`src/rtl/ols_syn_pkg.sv`:
```
// Package: sizing helpers shared by the syndrome generator.
// Assumes a single-error-correcting orthogonal Latin-square code, M x M data grid.
package ols_syn_pkg;
    // Number of check bits for single error correction on an M x M grid.
    function automatic int unsigned chk_count(input int unsigned m);
        return 2 * m;
    endfunction
endpackage

```
`src/rtl/ols_check_slice.sv`:
```
// One syndrome bit: an independent XOR tree over the W data bits of one group,
// plus one XOR with the stored check bit. Nothing inside is shared with other slices.
module ols_check_slice #(
    parameter int unsigned W = 4
) (
    input  logic [W-1:0] grp_i,
    input  logic         chk_i,
    output logic         syn_o
);
    logic par_bit;   // recomputed check bit
    logic syn_bit;   // syndrome node

    // Recompute the check bit from this group's data.
    assign par_bit = ^grp_i;
    // Compare with the stored check bit.
    assign syn_bit = par_bit ^ chk_i;
    assign syn_o   = syn_bit;
endmodule

```
`src/rtl/ols_rail_pair.sv`:
```
// Two-rail checker: parity over the stored check bits and parity over the
// syndrome bits. The trees share no inputs, so a single node fault upsets only one rail.
module ols_rail_pair #(
    parameter int unsigned N = 8
) (
    input  logic [N-1:0] chk_i,
    input  logic [N-1:0] syn_i,
    output logic         rail1_o,
    output logic         rail2_o
);
    // Rail one: parity of the stored check bits.
    assign rail1_o = ^chk_i;
    // Rail two: parity of the computed syndrome.
    assign rail2_o = ^syn_i;
endmodule

```
`src/rtl/ols_syndrome_gen.sv`:
```
// Top: syndrome generator for an M x M orthogonal Latin-square SEC code, with a
// self-checking two-rail pair. Rows map to syndrome bits 0..M-1, columns to M..2M-1.
// Assumes the stored word lies within one bit of a codeword for the fault-coverage claim.
module ols_syndrome_gen
    import ols_syn_pkg::*;
#(
    parameter int unsigned M = 4
) (
    input  logic                   clk,
    input  logic                   rst_n,
    input  logic [M*M-1:0]         data_i,
    input  logic [2*M-1:0]         chk_i,
    output logic [2*M-1:0]         syn_o,
    output logic                   err_o,
    output logic                   rail1_o,
    output logic                   rail2_o
);
    localparam int unsigned K    = M * M;
    localparam int unsigned NCHK = chk_count(M);

    logic [NCHK-1:0] syn_w;
    logic            rail1_w;
    logic            rail2_w;

    // One independent slice per check bit: rows first, then columns.
    for (genvar j = 0; j < NCHK; j++) begin : g_chk
        logic [M-1:0] grp;
        if (j < M) begin : g_row
            assign grp = data_i[j*M +: M];
        end else begin : g_col
            for (genvar i = 0; i < M; i++) begin : g_pick
                assign grp[i] = data_i[i*M + (j - M)];
            end
        end
        ols_check_slice #(.W(M)) i_slice (
            .grp_i (grp),
            .chk_i (chk_i[j]),
            .syn_o (syn_w[j])
        );
    end

    ols_rail_pair #(.N(NCHK)) i_rails (
        .chk_i   (chk_i),
        .syn_i   (syn_w),
        .rail1_o (rail1_w),
        .rail2_o (rail2_w)
    );

    // Output register stage with synchronous active-low reset.
    always_ff @(posedge clk) begin
        if (!rst_n) begin
            syn_o   <= '0;
            err_o   <= 1'b0;
            rail1_o <= 1'b0;
            rail2_o <= 1'b0;
        end else begin
            syn_o   <= syn_w;
            err_o   <= |syn_w;
            rail1_o <= rail1_w;
            rail2_o <= rail2_w;
        end
    end

    // the first cycle after reset shows cleared outputs.
    assert_reset_clear_R10: assert property (@(posedge clk) disable iff (!rst_n)
        $rose(rst_n) |-> (syn_o == '0 && !err_o && !rail1_o && !rail2_o));

    // the error flag agrees with the registered syndrome.
    assert_err_flag_R6: assert property (@(posedge clk) disable iff (!rst_n)
        err_o == (|syn_o));

    // rail one follows the stored check parity of the previous cycle.
    assert_rail1_track_R7: assert property (@(posedge clk) disable iff (!rst_n)
        $past(rst_n) |-> (rail1_o == $past(^chk_i)));

    // rail two agrees with the parity of the registered syndrome.
    assert_rail2_track_R7: assert property (@(posedge clk) disable iff (!rst_n)
        rail2_o == (^syn_o));

    // Parameter sanity: the data width is the grid size.
    initial assert (K == M * M && NCHK == 2 * M);
endmodule

```
`config.mk`:
```
export PLATFORM = sky130hd
export DESIGN_NAME = ols_syndrome_gen
export DESIGN_NICKNAME = d
export VERILOG_FILES = /design/src/rtl/ols_syn_pkg.sv /design/src/rtl/ols_check_slice.sv /design/src/rtl/ols_rail_pair.sv /design/src/rtl/ols_syndrome_gen.sv
export SDC_FILE = /design/constraint.sdc
export NUM_CORES = 1
export LEC_CHECK = 0
export ABC_AREA = 1
export BUFFER_PORTS_ARGS = -buffer_cell sky130_fd_sc_hd__buf_2
export CAP_MARGIN = 20
export CORE_MARGIN = 8
export CORE_UTILIZATION = 24
export CTS_CLUSTER_DIAMETER = 40
export DETAILED_ROUTE_END_ITERATION = 16
export PLACE_DENSITY_LB_ADDON = 0.15
export SETUP_SLACK_MARGIN = 0.4
export SLEW_MARGIN = 30
export SYNTH_ARGS = -nofsm -noshare
export SYNTH_HDL_FRONTEND = slang
export SYNTH_HIERARCHICAL = 1
export SYNTH_SLANG_ARGS = --single-unit
```
`constraint.sdc`:
```
create_clock -name clk -period 1.2 [get_ports clk]
set_input_delay 0.18 -clock clk [delete_from_list [all_inputs] [get_ports clk]]
set_output_delay 0.18 -clock clk [all_outputs]
set_load 0.02 [all_outputs]
```
Word level (Yosys, flattened, before mapping)
Cells that the tools add are included.
{"block": "totals", "register_bits": 11, "inputBits": 26, "output_inout_bits": 11}
{"block": "classes", "bitwise": 8, "n_reduce_logical": 11}
{"op": "4-bit XOR reduction", "n": 8}
{"op": "8-bit XOR reduction", "n": 2}
{"op": "8-bit OR reduction", "n": 1}
{"op": "1-bit bitwise XOR", "n": 8}

Longest topological paths before layout
{"block": "logic_depth", "ltp_word": 3, "ltp_mapped": 16, "mapped_depth_nobuf": 16}

Hierarchy
Netlist, hierarchy kept.
{"module": "ols_check_slice", "instances": 8, "cells_per_inst": 14, "area_each_um2": 65.1, "seq_area_each_um2": 0.0}
{"module": "ols_rail_pair", "instances": 1, "cells_per_inst": 94, "area_each_um2": 352.8, "seq_area_each_um2": 0.0}
{"module": "ols_syndrome_gen", "instances": 1, "cells_per_inst": 41, "area_each_um2": 336.6, "seq_area_each_um2": 220.2}

Worst setup path before layout
OpenSTA, ideal clock, no wires.
{"block": "synth_timing", "kind": "input-to-reg", "from": "input data_i[12]", "to": "register rail2_o", "setup_ns": 0.109, "t_arrival_ns": 1.014, "t_required_ns": 1.091, "path_slack_ns": 0.077, "path_stages": 16, "n_path_buf": 0, "cell_sequence": "inv_1 nand2_2 nand2_1 nand2_2 nand2_1 nand2_1 nand2_1 inv_1 nand2_1 nand2_1 nand2_1 nand2_1 nand2_1 nand2_1 nand2_1 inv_1"}
{"block": "synth_between", "elab_chain_cells": 3, "elab_cells_between_ends": 5}
{"item": "start: declaration", "line": "ols_syndrome_gen.sv:11", "rtl": "input logic [M*M-1:0] data_i,"}
{"item": "4-bit XOR reduction", "line": "ols_check_slice.sv:14", "rtl": "assign par_bit = ^grp_i;"}
{"item": "1-bit bitwise XOR", "line": "ols_check_slice.sv:16", "rtl": "assign syn_bit = par_bit ^ chk_i;"}
{"item": "net syn_w[4]", "line": "ols_syndrome_gen.sv:21", "rtl": "logic [NCHK-1:0] syn_w;"}
{"item": "8-bit XOR reduction", "line": "ols_rail_pair.sv:14", "rtl": "assign rail2_o = ^syn_i;"}
{"item": "net rail2_w", "line": "ols_syndrome_gen.sv:23", "rtl": "logic rail2_w;"}
{"item": "end signal: assignment", "line": "ols_syndrome_gen.sv:60", "rtl": "rail2_o <= rail2_w;"}
{"item": "end: declaration", "line": "ols_syndrome_gen.sv:16", "rtl": "output logic rail2_o"}
The timed path passes the listed nets, and every way through them passes these cells.
A chain may end at the register's enable or synchronous reset.

Worst setup path in the final report
{"block": "layout_timing", "from": "input data_i[9]", "to": "register rail2_o"}
The elaborated chain is that of the path after synthesis.

==> metrics.txt <==
CP Max Fanout=4; WL final=3280 um; Core Rows=26; final hold violations=0; Worst EP required=1330 ps; Tot Pwr=1.87 mW; Top Ports=37; htree depth=1; antenna violations before repair=0; WL/cell=8.62 um; multi-input logic area=1080 sq um; die width=87 um; Leakage Power=1.38 nW; cell area after synthesis=1210 sq um; CTS tree=built; GRT met2 Usage=15.5%; Synth warnings=6; post-synth top area share=40.3%; clock sink count=11; fin crit share=89.3%; cell count after synthesis=247; Setup-failing EPs final=0; WS Path Type=input port to flip-flop; CP Capture Point=rail2_o$_SDFF_PN0_; crit path from=data_i[9]; fmax=934 MHz; diode count=0; number of global-route vias before repair=1355; crit-path most repeated cell=nand2_1; dpl cells=373; Starting DRT DRC Count=19; met1 Usage GRT=9.56%; antenna-violating nets left=0; register area share after synthesis=18.2%; via count=1494; GRT Overall Usage=8.47%; via density per instance=3.93; RSZ-0062 raised after global routing=yes; I/O Buffers=36; RePlAce Congestion=0.745; clock-pin slew on the worst setup and hold paths=50 ps; largest cells by area after synthesis=nand2_1 40%, inv_1 18%, dfxtp_1 18%; Post-CTS Hold Fix Bufs=0; post-synth top area cell=nand2_1; status=finished, final reports clean; WP buf/inv=5; Levels on crit path=15; GR Util met3=1.79%; Area growth, synth to finish=94.0%; critical path's largest stage delay=160 ps; Remaining DRCs=0; clk root buf=clkbuf_8; first-pass GRT wire length=5310 um; worst path cell trace=buf_8, xor2_2, buf_4, inv_2, nand2_2, nand2_4, inv_2, nand2_1, nand2_1, nand2_1, nand2_1, nand2_1, nand2_1, nand2_1, inv_1; endpoint class of the critical path=flip-flop; final max-slew violation count=0; pin count of the biggest net entering global routing=12; syn nets=273; max_slew headroom=87.4%; layout cells sized above 1=58.4%; area of the die=7570 sq um; Avg Inst Size Synth=4.90 sq um; VDD IR max=0.000323 V; GR peak layer=met2; Nets=337; CP delay by family, top=simple AND/OR/NAND/NOR gates; Synth Register Bits=11; Max Root-Sink Buffers=2; CP max-delay cell=xor2_2; die height=87 um; Hold Crit Class=input port to flip-flop; post-synth cell types=8; Crit path arrival time=1200 ps; fillcell total=524; Finished Layout Cells=380; TritonRoute pass-1 iters=4; Max Cap Viol=0; initial core utilization=24.3%; Worst Max-Slew Pin Slew=189 ps; Reg area=233 sq um; grt ovf=0; crit path time final=1070 ps; CP Launch Type=input port; dpl hpwl=2680 um; TritonCTS buffer count=3; core area=4980 sq um; pwr dens=798 nW/um^2
==> cell usage after synthesis, drive strengths merged <==
cell / count
xor2: 8
dfxtp: 11
inv: 59
nand2: 146
buf: 1
nor2: 6
nand3: 16
==> layer usage <==
metal / vias to the layer above / share of wire [%] / wire, um
met3: 4 / 5.1 / 168
met4: 0 / 1.1 / 35
met2: 24 / 52 / 1700
met5: - / 0 / 0
li1: 823 / - / -
met1: 643 / 42 / 1380
==> report_power, final <==
group | internal (mW) | switching, mW | leakage (nW) | total [mW]
Combinational | 0.525 | 0.571 | 1.26 | 1.10
Clock | 0.231 | 0.117 | 0.0228 | 0.349
Sequential | 0.413 | 0.0158 | 0.0941 | 0.429
Total | 1.17 | 0.704 | 1.38 | 1.87
==> sequential cells by signal, summed over array words and instances, names as in the netlist <==
| name | count |
|---|---|
| rail1_o | 1 |
| rail2_o | 1 |
| err_o | 1 |
| syn_o | 8 |
==> metrics by stage <==
stage | setup WS [ps] | hold slack [ps] | util [%] | TNS (ps) | cell area (sq um)
after global placement | -159 | 504 | 33.6 | -264 | 1670
after global routing | 6.61 | 272 | 47.2 | 0 | 2350
after detailed placement | -152 | 509 | 33.6 | -258 | 1670
after floorplan | 134 | 292 | - | 0 | 1250
after CTS | 148 | 257 | 39.9 | 0 | 1990
final | 129 | 258 | 47.2 | 0 | 2350
==> what timing repair did <==
item,CTS,global route
endpoints found under the setup margin,22,22
gates cloned,0,0
buffers inserted,1,2
gates resized for setup,85,91
pin swaps,44,47
==> layout make-up <==
class                      count  share of cell area (%)
multi-input combinational    176                    45.9
timing repair buffer          60                    27.5
inverter                      59                    11.0
sequential                    11                    9.91
tap                           70                    3.73
clock buffer                   4                    1.92
==> cell families (layout without fill, tap and decap cells) <==
kind of cell,count (synthesis),in the layout,synth area share (%)
xor gates and xnor gates,8,8,5.79
buffers and inverters,60,123,18.9
DFF,11,11,18.2
and+or+nand+nor,168,168,57.1
==> worst min-delay path by stage <==
| stage | startpoint | to | slack [ps] | cells past startpoint |
|---|---|---|---|---|
| global placement | rst_n | err_o$_SDFF_PN0_ | 500 | 3 |
| CTS | rst_n | err_o$_SDFF_PN0_ | 260 | 3 |
| global route | rst_n | syn_o[4]$_SDFF_PN0_ | 270 | 3 |
| detailed placement | rst_n | syn_o[2]$_SDFF_PN0_ | 510 | 3 |
| finish | rst_n | syn_o[2]$_SDFF_PN0_ | 260 | 3 |
| floorplan | rst_n | err_o$_SDFF_PN0_ | 290 | 2 |
==> placed cells by master (no fill, tap or decap), types with 4 or more instances in the layout <==
master,netlist,final
nand2_2,16,48
inv_2,0,17
nand3_2,0,7
dfxtp_2,0,10
inv_1,59,30
nand3_1,16,8
buf_4,1,19
nor2_1,6,4
nand2_4,0,13
buf_6,0,29
buf_8,0,7
nand2_1,130,85
inv_4,0,10
xor2_2,0,6
Power figures use the tool's default switching activity.
